--- src/rtl/ilk_pkg.sv ---
package ilk_pkg;
  // Enable output positions
  localparam int unsigned N_EN    = 4;
  localparam int unsigned EN_MOD  = 0;
  localparam int unsigned EN_HEAT = 1;
  localparam int unsigned EN_SOL  = 2;
  localparam int unsigned EN_RF   = 3;
endpackage

--- src/rtl/ilk_chan_bank.sv ---
module ilk_chan_bank #(
  parameter int N_IN = 48,
  parameter int SLOW_SAMPLES = 8,
  parameter logic [N_IN-1:0] FAST_CLASS = '1
) (
  input  logic            clk,
  input  logic            rst,
  input  logic            tick_i,
  input  logic [N_IN-1:0] ok_i,
  input  logic [N_IN-1:0] mask_i,
  input  logic            clr_acc_i,
  output logic [N_IN-1:0] samp_o,
  output logic [N_IN-1:0] lat_o,
  output logic [N_IN-1:0] trip_o,
  output logic            blocked_o
);
  localparam int CW = $clog2(SLOW_SAMPLES + 1);

  logic [N_IN-1:0] trip;

  generate
    for (genvar g = 0; g < N_IN; g++) begin : g_ch
      if (FAST_CLASS[g]) begin : g_fast
        assign trip[g] = tick_i & ~ok_i[g] & ~mask_i[g];
      end else begin : g_slow
        logic [CW-1:0] run;
        always_ff @(posedge clk) begin
          if (rst) begin
            run <= '0;
          end else if (tick_i) begin
            if (ok_i[g])
              run <= '0;
            else if (run != CW'(SLOW_SAMPLES))
              run <= run + 1'b1;
          end
        end
        assign trip[g] = tick_i & ~ok_i[g] & ~mask_i[g] &
                         (run >= CW'(SLOW_SAMPLES - 1));
      end
    end
  endgenerate

  always_ff @(posedge clk) begin
    if (rst) begin
      samp_o <= '0;
      lat_o  <= '1;
    end else begin
      if (tick_i) samp_o <= ok_i;
      lat_o <= (clr_acc_i ? '0 : lat_o) | trip;
    end
  end

  assign trip_o    = trip;
  assign blocked_o = |(~samp_o & ~mask_i);

  // a masked input never raises its latch
  a_r5_masked_no_latch: assert property (@(posedge clk) disable iff (rst)
    ((lat_o & ~$past(lat_o) & $past(mask_i)) == '0));
endmodule

--- src/rtl/ilk_first_fault.sv ---
module ilk_first_fault #(
  parameter int N_IN = 48,
  localparam int IW = $clog2(N_IN)
) (
  input  logic            clk,
  input  logic            rst,
  input  logic [N_IN-1:0] trip_i,
  input  logic            clr_acc_i,
  output logic            valid_o,
  output logic [IW-1:0]   idx_o
);
  logic [IW-1:0] pick;
  logic          any;

  always_comb begin
    pick = '0;
    for (int i = N_IN - 1; i >= 0; i--) begin
      if (trip_i[i]) pick = IW'(i);
    end
  end
  assign any = |trip_i;

  always_ff @(posedge clk) begin
    if (rst) begin
      valid_o <= 1'b0;
      idx_o   <= '0;
    end else if (any && (!valid_o || clr_acc_i)) begin
      valid_o <= 1'b1;
      idx_o   <= pick;
    end else if (clr_acc_i) begin
      valid_o <= 1'b0;
    end
  end

  // record is held until an accepted clear
  a_r7_first_held: assert property (@(posedge clk) disable iff (rst)
    (valid_o && !clr_acc_i) |=> (valid_o && $stable(idx_o)));
endmodule

--- src/rtl/ilk_serial.sv ---
module ilk_serial #(
  parameter int N_IN = 48,
  parameter int W = 148
) (
  input  logic              clk,
  input  logic              rst,
  input  logic              sclk_i,
  input  logic              sdin_i,
  input  logic              sload_i,
  input  logic [W-N_IN-1:0] state_i,
  output logic [N_IN-1:0]   mask_o,
  output logic              sdout_o
);
  localparam int BW = $clog2(W + 2);

  logic [2:0]    sclk_q, sload_q;
  logic [1:0]    sdin_q;
  logic          sclk_rise, sclk_fall, load_rise, commit;
  logic [W-1:0]  shreg;
  logic [BW-1:0] bcnt;
  logic [N_IN-1:0] mask_nx;

  always_ff @(posedge clk) begin
    if (rst) begin
      sclk_q  <= '0;
      sload_q <= '0;
      sdin_q  <= '0;
    end else begin
      sclk_q  <= {sclk_q[1:0], sclk_i};
      sload_q <= {sload_q[1:0], sload_i};
      sdin_q  <= {sdin_q[0], sdin_i};
    end
  end

  assign sclk_rise = sclk_q[1] & ~sclk_q[2];
  assign sclk_fall = ~sclk_q[1] & sclk_q[2];
  assign load_rise = sload_q[1] & ~sload_q[2];
  assign commit    = (bcnt == BW'(W));
  assign mask_nx   = commit ? shreg[N_IN-1:0] : mask_o;

  always_ff @(posedge clk) begin
    if (rst) begin
      shreg   <= '0;
      bcnt    <= '0;
      mask_o  <= '0;
      sdout_o <= 1'b0;
    end else if (load_rise) begin
      mask_o  <= mask_nx;
      shreg   <= {state_i, mask_nx};
      sdout_o <= state_i[W-N_IN-1];
      bcnt    <= '0;
    end else if (sclk_rise) begin
      shreg <= {shreg[W-2:0], sdin_q[1]};
      if (bcnt != BW'(W + 1)) bcnt <= bcnt + 1'b1;
    end else if (sclk_fall) begin
      sdout_o <= shreg[W-1];
    end
  end

  // mask only changes at a load strobe
  a_r9_mask_only_at_load: assert property (@(posedge clk) disable iff (rst)
    !load_rise |=> $stable(mask_o));
endmodule

--- src/rtl/ilk_eval.sv ---
module ilk_eval #(
  parameter int N_IN = 48,
  parameter int SLOW_SAMPLES = 8,
  parameter logic [N_IN-1:0] FAST_CLASS = N_IN'(16'hFFFF),
  localparam int IW = $clog2(N_IN)
) (
  input  logic                      clk,
  input  logic                      rst,
  input  logic                      tick_i,
  input  logic [N_IN-1:0]           ok_i,
  input  logic                      clear_i,
  input  logic                      sclk_i,
  input  logic                      sdin_i,
  input  logic                      sload_i,
  output logic                      sdout_o,
  output logic [ilk_pkg::N_EN-1:0]  en_o,
  output logic                      first_valid_o,
  output logic [IW-1:0]             first_idx_o
);
  localparam int NE = ilk_pkg::N_EN;
  localparam int W  = 3 * N_IN + NE;

  logic [N_IN-1:0] mask, samp, lat, trip;
  logic            blocked, clr_acc;

  assign clr_acc = clear_i & ~blocked;

  ilk_chan_bank #(.N_IN(N_IN), .SLOW_SAMPLES(SLOW_SAMPLES), .FAST_CLASS(FAST_CLASS)) u_bank (
    .clk(clk), .rst(rst), .tick_i(tick_i), .ok_i(ok_i), .mask_i(mask),
    .clr_acc_i(clr_acc), .samp_o(samp), .lat_o(lat), .trip_o(trip),
    .blocked_o(blocked)
  );

  ilk_first_fault #(.N_IN(N_IN)) u_first (
    .clk(clk), .rst(rst), .trip_i(trip), .clr_acc_i(clr_acc),
    .valid_o(first_valid_o), .idx_o(first_idx_o)
  );

  ilk_serial #(.N_IN(N_IN), .W(W)) u_ser (
    .clk(clk), .rst(rst), .sclk_i(sclk_i), .sdin_i(sdin_i), .sload_i(sload_i),
    .state_i({samp, lat, en_o}), .mask_o(mask), .sdout_o(sdout_o)
  );

  always_ff @(posedge clk) begin
    if (rst) en_o <= '0;
    else     en_o <= {NE{~|lat}};
  end

  // outputs off right after reset
  a_r1_reset_off: assert property (@(posedge clk) disable iff (rst)
    $fell(rst) |-> (en_o == '0));
  // any latched fault forces the enables off next cycle
  a_r3_latch_drops_en: assert property (@(posedge clk) disable iff (rst)
    (|lat) |=> (en_o == '0));
  // enables only on when no latch was set
  a_r2_en_needs_clear: assert property (@(posedge clk) disable iff (rst)
    (en_o != '0) |-> ($past(lat) == '0));
  // a blocked clear does not empty the latches
  a_r6_blocked_clear: assert property (@(posedge clk) disable iff (rst)
    (clear_i && blocked && (|lat)) |=> (|lat));
endmodule

--- config.mk ---
export PLATFORM = sky130hd
export DESIGN_NAME = ilk_eval
export DESIGN_NICKNAME = d
export VERILOG_FILES = /design/src/rtl/ilk_pkg.sv /design/src/rtl/ilk_chan_bank.sv /design/src/rtl/ilk_first_fault.sv /design/src/rtl/ilk_serial.sv /design/src/rtl/ilk_eval.sv
export SDC_FILE = /design/constraint.sdc
export NUM_CORES = 1
export LEC_CHECK = 0
export BUFFER_PORTS_ARGS = -buffer_cell sky130_fd_sc_hd__buf_2
export CAP_MARGIN = 20
export CORE_AREA = 2 2 244 246
export DETAILED_ROUTE_END_ITERATION = 7
export DIE_AREA = 0 0 246 248
export SETUP_SLACK_MARGIN = 0.02
export SLEW_MARGIN = 0
export SYNTH_ARGS = -nofsm -noshare
export SYNTH_HDL_FRONTEND = slang
export SYNTH_SLANG_ARGS = --single-unit
--- constraint.sdc ---
create_clock -name clk -period 2.9 [get_ports clk]
set_input_delay 0.145 -clock clk [delete_from_list [all_inputs] [get_ports clk]]
set_output_delay 0.145 -clock clk [all_outputs]
set_load 0.02 [all_outputs]
==> results by group, run 1 <==
Timing
  • RSZ-0062 raised after global routing: false
  • Relative slew slack: between 30% and 40%
  • Setup TNS: 0 ns
  • Minimum clock period: 2.68 ns
  • Fmax: 0.373 GHz
  • Hold Fails Final Rpt: 0
  • Pins Over Slew Limit: 0
  • Worst Tran Pin Value: 0.959 ns
  • Clock skew: 0.0155 ns
  • Tcrit/Tclk final: roughly 93%
  • Final setup vio count: 0

Floorplan
  • Initial Util: around 34%
  • Core Rows: just under 90
  • Die height: 248 um
  • Boundary Pins: 67
  • Full die area: between 60000 and 70000 sq um
  • Core Region: 58500 sq um
  • Chip Width: 246 um

Power
  • Tot Pwr: 13.8 mW
  • Sequential Power Share: 47.3%
  • Combinational share of power: 7.6%
  • Worst vdd ir: 0.000439 V
  • Total power per unit cell area: 588 nW/um^2
  • P_sw: about 3.4 mW
  • Clk pwr share: a little under half
  • Lkg Pwr: ~8.7 nW
  • Switching share of total power: 24.9%
  • Pint: 10.4 mW

Yosys
  • Syn Std Cell Area: 20200 sq um
  • Post-Syn Instances: 2514
  • Most frequent cell after synthesis: nor2_1
  • Synth cell types: 61
  • Synth Net Count: 2636
  • Most instantiated cells after synthesis: 492 x nor2_1, 445 x dfxtp_1, 357 x nand2_1
  • Sequential-to-total area share from yosys stat: 44.2%
  • Asr flop ratio synth: 0%
  • Yosys reg bits: 445
  • Largest area contributor in the synthesized netlist: dfxtp_1
  • Area contributors post-synth: dfxtp_1 44%, nor2_1 9.2%, nand2_1 6.6%
  • Most common flop cell mapped by yosys: dfxtp_1
  • Post-synth top area share: between 40% and 50%
  • Synth warnings: 0
  • Mapped Avg Cell Area: 8.02 sq um
  • Post-synth EDFFs: 0

Min path
  • Hold_sp: rst
  • Hold Path Class: in2reg

GRT
  • Largest net degree at the start of global routing: 166
  • Vias in the first global route: between 15000 and 20000
  • Grt ovf: 0
  • Tot GR Track Use: roughly a fifth
  • First-pass GRT wire length: 93.8 mm
  • Initial antenna violation count: 1

Layout
  • Fin nets: 2695
  • Number of diodes: 0
  • Layout cell share with drive strength beyond 1: 8.38%
  • Final Instance Area: 23500 sq um
  • Area delta synth->final: 16.3%
  • FILL cells: about 5800

Worst setup path
  • Worst r2r src: u_bank.g_ch[28].g_slow.run[0]
  • Startpoint type of the worst setup path: flop
  • CP Capture Type: flop
  • Crit Path Class: reg2reg
  • Required @ worst endpoint: about 3.4 ns
  • CP arrival: 3.14 ns
  • Worst Setup SP: u_bank.g_ch[28].g_slow.run[0]
  • Largest fanout on the critical path: 5
  • R2R setup slack: 0.22 ns

Route
  • 1st-pass router iterations: 5
  • Antenna viol nets, final: 0
  • DRC: 0
  • DR WL/cell: 17.8 um
  • Final WL: 60.2 mm
  • Vias per cell: about 5.4
  • Routed via count: 18400
  • DRT iter0 DRCs: 1700

CTS
  • Root Driver: clkbuf_16
  • TritonCTS clock tree: done
  • H-Tree Depth: 2
  • Gates resized, CTS repair: 0
  • Clk_lat worst skew: 0.59 ns
  • Clock buffer count from CTS: 49
  • TritonCTS Sinks: 445
  • Clock Path Buffers: 3
  • Clock-pin slew on the worst setup and hold paths: 0.06 ns

Place
  • Port bufs: 66
  • Post-DP HPWL: 40.7 mm
  • Area after DPL: around 21000 sq um
  • Final Wtd Congestion: around 0.91

Outcome
  • Status: finished, final reports clean

Flow run
  • Max_cap viols: 0
## metrics by stage
stage          hold WS (ns)  std cells  worst slack (ns)  utilization (%)
6_report             0.0265       3385             0.216             40.1
2_1_floorplan         0.242       2514             0.792                -
3_3_place_gp          0.360       3243             0.357             36.5
5_1_grt              0.0486       3385            0.0668             40.1
3_5_place_dp          0.361       3244             0.330             36.5
4_1_cts              0.0268       3385             0.318             40.1
## flip-flops by register name, summed over array words and instances (netlist names)
| register | flops |
|---|---|
| u_ser.mask_o | 48 |
| u_ser.shreg | 148 |
| u_bank.lat_o | 48 |
| u_ser.sdin_q | 2 |
| u_ser.bcnt | 8 |
| u_bank.g_ch.g_slow.run | 128 |
| u_first.idx_o | 6 |
| u_ser.sdout_o | 1 |
| u_bank.samp_o | 48 |
| u_ser.sload_q | 3 |
| en_o | 1 |
| u_ser.sclk_q | 3 |
| u_first.valid_o | 1 |
## critical path, stage by stage (launching register included)
cell and delay [ns]:
dfxtp_1 0.38, ha_1 0.19, a21oi_1 0.08, nor3_1 0.62, a21oi_1 0.08, o21ai_0 0.59
o2111ai_1 0.31, o211ai_2 0.20, a31oi_1 0.10
## metal layers
layer	vias up	share of wire [%]	wire length [um]	GRT usage [%]
li1	8882	-	-	-
met1	8833	45	27000	25.7
met2	574	47	28200	32.0
met3	91	5.6	3400	2.17
met4	0	2.8	1680	6.77
met5	-	0	0	0
## cell type report
cell class	count	area (sq um)	area share, %
repair buffers	168	1320	5.64
multi-input cells	1810	10300	43.9
clock buffers	73	1450	6.18
well taps	773	967	4.12
clock inverters	17	153	0.651
inverters	99	372	1.58
flip-flops and latches	445	8910	38.0
## path summary, 6_finish.rpt
kind / end / depth (start not counted)
worst max register to register: u_first.idx_o[0] / 8
worst min-delay path: u_bank.g_ch[47].g_slow.run[3] / 2
worst max-delay path: u_first.idx_o[0] / 8
worst min register to register: u_ser.sclk_q[1] / 1
## what timing repair did
item                                    in CTS  in global routing
hold buffers                                51                  0
buffers inserted                             0                  0
endpoints found under the setup margin       0                  0
endpoints found under the hold margin      123                  0
## placed cells by master, fill, tap and decap left out, types with 41 or more instances in the layout
cell type	n
mux2i_1	50
nand2_1	356
nor4_1	65
buf_4	45
ha_1	67
a21oi_1	156
dlygate4sd3_1	51
dfxtp_1	445
inv_1	99
a311oi_1	95
nor3_1	68
clkbuf_16	51
nor2_1	491
nor3b_1	41
o21ai_0	48
buf_2	64
## kinds of logic after synthesis
| family | share of synthesized area (%) |
|---|---|
| AND/OR/NAND/NOR | 25.0 |
| AO/OA/AOI/OAI | 17.4 |
| flip-flops | 44.2 |
| buffers and inverters | 5.05 |
| adder cells (fa/ha/maj) | 4.16 |
| multiplexers | 2.48 |
| XOR/XNOR | 1.69 |
## power by group through the flow
stage,Combinational (mW),Clock [mW],Sequential [mW]
global placement,0.939,0,6.65
global route,1.16,6.56,6.55
finish,1.04,6.22,6.53
CTS,1.04,6.34,6.52
detailed placement,0.979,0,6.65
floorplan,0.681,0,6.59
Note: power is estimated with default switching activity, not from simulation.
==> run 2, diff against run 1 <==
--- a/config.mk
+++ b/config.mk
@@ -7,9 +7,12 @@
 export LEC_CHECK = 0
 export BUFFER_PORTS_ARGS = -buffer_cell sky130_fd_sc_hd__buf_2
 export CAP_MARGIN = 20
+export CELL_PAD_IN_SITES_DETAIL_PLACEMENT = 1
+export CELL_PAD_IN_SITES_GLOBAL_PLACEMENT = 1
 export CORE_AREA = 2 2 244 246
 export DETAILED_ROUTE_END_ITERATION = 7
 export DIE_AREA = 0 0 246 248
+export PLACE_DENSITY = 0.71
 export SETUP_SLACK_MARGIN = 0.02
 export SLEW_MARGIN = 0
 export SYNTH_ARGS = -nofsm -noshare
==> results by group, run 2 (same netlist as run 1, synthesis figures left out) <==
CTS
  • Root Driver: clkbuf_16
  • Gates resized, CTS repair: 0 (unchanged)
  • Clock buffer count from CTS: 50 (+2.0%)
  • # hold bufs at CTS: 50 (-2.0%)
  • TritonCTS clock tree: done
  • Post-CTS Setup Inserts: 0 (unchanged)
  • Clk_lat worst skew: 0.60 ns (about the same)
  • TritonCTS Sinks: 445 (unchanged)
  • Clock Path Buffers: 3 (unchanged)
  • H-Tree Depth: 2 (unchanged)
  • Clock-pin slew on the worst setup and hold paths: 0.06 ns (about the same)

Worst setup path
  • Critical path buffers and inverters: 2 (+2)
  • R2R setup slack: 0.30 ns (+0.09 ns)
  • Worst Setup SP: u_bank.g_ch[20].g_slow.run[0]
  • Largest fanout on the critical path: 5 (unchanged)
  • Worst r2r src: u_bank.g_ch[20].g_slow.run[0]
  • Startpoint type of the worst setup path: flop
  • Crit-path cells: ha_1 -> a21oi_1 -> o32ai_1 -> nor4_1 -> buf_4 -> nand4_2 -> buf_4 -> o2bb2ai_2 -> nand2_1 -> a21oi_1
  • Reg2reg path depth: 10 (+2)
  • CP peak stage delay: 0.43 ns (-0.19 ns)
  • Required @ worst endpoint: 3.43 ns (+0.07 ns)
  • CP max stage cell: a21oi_1
  • CP arrival: 3.13 ns (about the same)
  • Critical path's top delay family: compound AO/OA/AOI/OAI gates
  • CP Capture Type: flop
  • Worst path depth: 10 (+2)
  • Crit Path Class: reg2reg

Place
  • Final Wtd Congestion: 0.847 (-7.0%)
  • Area after DPL: 21300 sq um (about the same)
  • Pre-CTS setup slack: 0.274 ns (-0.0567 ns)
  • Port bufs: 66 (unchanged)
  • Post-DP HPWL: 45.8 mm (+12%)

Floorplan
  • Initial Util: 34.5% (unchanged)
  • Core Region: 58500 sq um (unchanged)
  • Chip Width: 246 um (unchanged)
  • Die height: 248 um (unchanged)
  • Boundary Pins: 67 (unchanged)
  • Core Rows: 89 (unchanged)
  • Full die area: 61000 sq um (unchanged)

Route
  • Vias per cell: 5.51 (+1.5%)
  • DRC: 0 (unchanged)
  • Final WL: 67.5 mm (+12%)
  • Routed via count: 18600 (+1.4%)
  • DR WL/cell: 20.0 um (+12%)
  • DRT iter0 DRCs: 1384 (-19%)
  • Antenna viol nets, final: 0 (unchanged)
  • 1st-pass router iterations: 5 (unchanged)

Timing
  • Fmax: 0.385 GHz (+3.3%)
  • Worst Tran Pin Value: 0.901 ns (-0.0572 ns)
  • Worst setup margin: 0.303 ns (+0.0864 ns)
  • Clock skew: 0.0216 ns (+0.00607 ns)
  • RSZ-0062 raised after global routing: false
  • Pins Over Slew Limit: 0 (unchanged)
  • Final setup vio count: 0 (unchanged)
  • Minimum clock period: 2.60 ns (-0.0864 ns)
  • Relative slew slack: 39.9% (+3.8 points)
  • Tcrit/Tclk final: 89.6% (-3.0 points)
  • Setup TNS: 0 ns (unchanged)
  • Hold Fails Final Rpt: 0 (unchanged)

Min path
  • Hold_sp: rst
  • Hold Path Class: in2reg
  • Hold Crit Depth: 2 (unchanged)

Layout
  • Layout cell share with drive strength beyond 1: 8.66% (+0.28 points)
  • Most frequent cells in the layout: 491 x nor2_1, 445 x dfxtp_1, 355 x nand2_1
  • Final core utilization: 40.4% (+0.22 points)
  • Top reg by flops: u_ser.shreg
  • Number of diodes: 0 (unchanged)
  • Commonest non-fill, non-tap cell in the layout: nor2_1
  • Max reg flops: 148 (unchanged)
  • Fin nets: 2692 (-0.11%)
  • Final Instance Area: 23600 sq um (+0.55%)
  • Area delta synth->final: 17.0%
  • Top flop regs: u_ser.shreg (148), u_bank.g_ch.g_slow.run (128)

Power
  • Switching share of total power: 24.8% (-0.11 points)
  • Lkg Pwr: 8.75 nW (+0.84%)
  • Sequential Power Share: 45.5% (-1.8 points)
  • Worst vdd ir: 0.000395 V (-10%)
  • Pint: 10.8 mW (+4.2%)
  • Clk pwr share: 46.9% (+1.8 points)
  • P_sw: 3.55 mW (+3.6%)
  • Total power per unit cell area: 608 nW/um^2 (+3.5%)
  • Combinational share of power: 7.5% (about the same)

GRT
  • First-pass GRT wire length: 106 mm (+13%)
  • Initial antenna violation count: 1 (unchanged)
  • Grt ovf: 0 (unchanged)
  • Vias in the first global route: 18800 (+11%)
  • Tot GR Track Use: 21.8% (+2.6 points)
  • Largest net degree at the start of global routing: 151 (-9.0%)

Flow run
  • Max_cap viols: 0 (unchanged)

Outcome
  • Status: finished, final reports clean
[run 2: cell types whose count changed in the layout (fill, tap and decap cells not counted), sizes merged]
cell / delta
buf: -4
bufinv: +2
clkinvlp: -1
inv: -2
clkinv: +1
dlygate4sd3: -1
clkbuf: +2
[run 2: path summary, 6_finish.rpt]
path | endpoint
worst max register to register | u_first.idx_o[3]
worst max-delay path | u_first.idx_o[3]
worst min-delay path | u_bank.samp_o[2]
worst min register to register | u_ser.sclk_q[1]
[run 2: layout make-up]
cell class,count,area (sq um)
fill,6977,34900
multi-input combinational,1810,10300
sequential,445,8910
clock buffer,74,1570
timing repair buffer,164,1300
tap,773,967
inverter,99,372
clock inverter,17,189
[run 2: worst reg2reg max path, cell delays in order, from the launching register on]
cell and delay (ns):
dfxtp_1 0.34, ha_1 0.22, a21oi_1 0.43, o32ai_1 0.28, nor4_1 0.35, buf_4 0.18, nand4_2 0.12, buf_4 0.21
o2bb2ai_2 0.18, nand2_1 0.08, a21oi_1 0.15
[run 2: power by group through the flow]
stage	registers, mW	logic [mW]	clock network (mW)
after detailed placement	6.66	1.02	0
after floorplan	6.59	0.681	0
after CTS	6.53	1.08	6.88
after global routing	6.55	1.20	7.12
after global placement	6.65	0.973	0
final	6.53	1.08	6.73
[run 2: routing by layer]
metal,track usage (%),routed length (um)
met5,0,0
met2,37.0,31800
met3,2.54,3080
met1,28.2,30100
met4,8.84,2490
[run 2: metrics by stage]
stage	cells	hold WS, ns	total power, mW
after floorplan	2514	0.242	7.27
after detailed placement	3241	0.376	7.68
after global routing	3382	0.0218	14.9
after CTS	3382	0.00930	14.5
after global placement	3241	0.369	7.62
final	3382	0.0281	14.4
==> run 3, diff against run 2 <==
--- a/config.mk
+++ b/config.mk
@@ -9,9 +9,9 @@
 export CAP_MARGIN = 20
 export CELL_PAD_IN_SITES_DETAIL_PLACEMENT = 1
 export CELL_PAD_IN_SITES_GLOBAL_PLACEMENT = 1
-export CORE_AREA = 2 2 244 246
+export CORE_AREA = 2 2 185 323
 export DETAILED_ROUTE_END_ITERATION = 7
-export DIE_AREA = 0 0 246 248
+export DIE_AREA = 0 0 187 325
 export PLACE_DENSITY = 0.71
 export SETUP_SLACK_MARGIN = 0.02
 export SLEW_MARGIN = 0
==> results by group, run 3 (same netlist as run 1, synthesis figures left out) <==
Timing
  • Worst Tran Pin Value: 0.825 ns (-0.0769 ns)
  • Setup TNS: 0 ns (unchanged)
  • Minimum clock period: 2.55 ns (-0.0481 ns)
  • Pins Over Slew Limit: 0 (unchanged)
  • Worst setup margin: 0.351 ns (+0.0481 ns)
  • Clock skew: 0.0172 ns (-0.00434 ns)
  • Tcrit/Tclk final: 87.9% (-1.7 points)
  • Fmax: 0.392 GHz (+1.9%)
  • Hold Fails Final Rpt: 0 (unchanged)
  • Final setup vio count: 0 (unchanged)
  • Relative slew slack: 45.0% (+5.1 points)
  • RSZ-0062 raised after global routing: false

CTS
  • Clock buffer count from CTS: 45 (-10%)
  • Clk_lat worst skew: 0.58 ns (-0.02 ns)
  • H-Tree Depth: 2 (unchanged)
  • Clock-pin slew on the worst setup and hold paths: 0.06 ns (about the same)
  • Post-CTS Setup Inserts: 0 (unchanged)
  • TritonCTS Sinks: 445 (unchanged)
  • TritonCTS clock tree: done
  • Root Driver: clkbuf_16
  • Clock Path Buffers: 3 (unchanged)

Layout
  • Commonest non-fill, non-tap cell in the layout: nor2_1
  • Number of diodes: 0 (unchanged)
  • Final core utilization: 40.8% (+0.43 points)
  • Fin nets: 2700 (+0.30%)
  • Area delta synth->final: 17.5%
  • Max reg flops: 148 (unchanged)
  • FILL cells: 6951 (-0.37%)
  • Top flop regs: u_ser.shreg (148), u_bank.g_ch.g_slow.run (128)
  • Top reg by flops: u_ser.shreg
  • Multi-input gate area: 10300 sq um (about the same)
  • Layout cell share with drive strength beyond 1: 8.80% (+0.13 points)
  • Sequential Area: 8910 sq um (unchanged)
  • Most frequent cells in the layout: 491 x nor2_1, 445 x dfxtp_1, 356 x nand2_1

Worst setup path
  • CP arrival: 2.98 ns (-0.15 ns)
  • CP max stage cell: dfxtp_1
  • Crit Reg-Reg Endpoint: u_first.idx_o[3]
  • CP Capture Type: flop
  • Largest fanout on the critical path: 7 (+2)
  • Crit-path cells: ha_1 -> a21oi_1 -> o32ai_1 -> buf_4 -> nor4_1 -> nand3_1 -> a2bb2oi_4 -> o2111ai_1 -> a21oi_1
  • Reg2reg path depth: 9 (-1)
  • Startpoint type of the worst setup path: flop
  • Required @ worst endpoint: 3.33 ns (-0.10 ns)
  • Critical path buffers and inverters: 1 (-1)
  • R2R setup slack: 0.35 ns (+0.05 ns)
  • Worst r2r src: u_bank.g_ch[46].g_slow.run[0]
  • Critical path's top delay family: compound AO/OA/AOI/OAI gates
  • Most frequent cell on the critical path: a21oi_1
  • Worst Setup SP: u_bank.g_ch[46].g_slow.run[0]
  • Crit Path Class: reg2reg
  • CP peak stage delay: 0.35 ns (-0.08 ns)

Flow run
  • Max_cap viols: 0 (unchanged)

Min path
  • Hold Path Class: in2reg
  • Worst hold path endpoint: u_bank.g_ch[23].g_slow.run[2]
  • Hold_sp: tick_i
  • Hold Crit Depth: 2 (unchanged)

Floorplan
  • Core Region: 58100 sq um (-0.59%)
  • Chip Width: 187 um (-24%)
  • Die height: 325 um (+31%)
  • Core Rows: 117 (+31%)
  • Full die area: 60800 sq um (-0.38%)
  • Initial Util: 34.7% (+0.20 points)
  • Boundary Pins: 67 (unchanged)

GRT
  • Initial antenna violation count: 0 (-1)
  • Largest net degree at the start of global routing: 154 (+2.0%)
  • Tot GR Track Use: 22.2% (+0.37 points)
  • Grt ovf: 0 (unchanged)
  • Vias in the first global route: 19400 (+3.6%)
  • First-pass GRT wire length: 108 mm (+1.9%)

Route
  • DR WL/cell: 20.2 um (+1.2%)
  • DRC: 0 (unchanged)
  • DRT iter0 DRCs: 1131 (-18%)
  • 1st-pass router iterations: 5 (unchanged)
  • Vias per cell: 5.48 (-0.55%)
  • Routed via count: 18600 (-0.38%)
  • Antenna viol nets, final: 0 (unchanged)
  • Final WL: 68.5 mm (+1.4%)

Place
  • Pre-CTS setup slack: 0.236 ns (-0.0372 ns)
  • Port bufs: 66 (unchanged)
  • Final Wtd Congestion: 0.875 (+3.4%)
  • Post-DP HPWL: 47.9 mm (+4.6%)

Outcome
  • Status: finished, final reports clean

Power
  • Total power per unit cell area: 610 nW/um^2 (+0.24%)
  • Worst vdd ir: 0.000379 V (-3.9%)
  • Lkg Pwr: 8.80 nW (+0.60%)
## run 3: through the flow
step | area, sq um | power, mW | std cells | hold slack, ns
2_1_floorplan | 20200 | 7.27 | 2514 | 0.242
3_3_place_gp | 21400 | 7.61 | 3251 | 0.356
3_5_place_dp | 21400 | 7.68 | 3251 | 0.368
4_1_cts | 23700 | 14.6 | 3387 | 0.0510
5_1_grt | 23700 | 15.0 | 3388 | 0.0844
6_report | 23700 | 14.5 | 3388 | 0.0792
## run 3: routing by layer
metal	part of all wire, %	vias up	global-route usage [%]
li1	-	8876	-
met4	6.1	0	12.9
met2	52	321	41.5
met3	2.7	150	2.22
met5	0	-	0
met1	39	9228	24.0
## run 3: final cells by class
type / instances / share of cell area, %
Timing Repair Buffer: 177 / 6.04
Inverter: 99 / 1.57
Clock inverter: 22 / 1.67
Tap cell: 773 / 4.08
Clock buffer: 62 / 5.62
Sequential cell: 445 / 37.6
Multi-Input combinational cell: 1810 / 43.4
## run 3: worst max-delay path by stage
stage | end | cells past startpoint
final | u_first.idx_o[3] | 9
after CTS | u_first.idx_o[3] | 9
after floorplan | u_first.idx_o[0] | 8
after global placement | u_first.idx_o[0] | 9
after detailed placement | u_first.idx_o[3] | 9
after global routing | u_first.idx_o[0] | 9
## run 3: timing repair
action                                  4_1_cts  5_1_grt
hold endpoints to repair                    118        0
endpoints found under the setup margin        0        3
resized for setup                             0        1
hold buffers                                 52        0
## run 3: power breakdown
part | internal, mW | switching [mW]
logic | 0.396 | 0.674
clock network | 4.20 | 2.65
registers | 6.33 | 0.206
total | 10.9 | 3.53
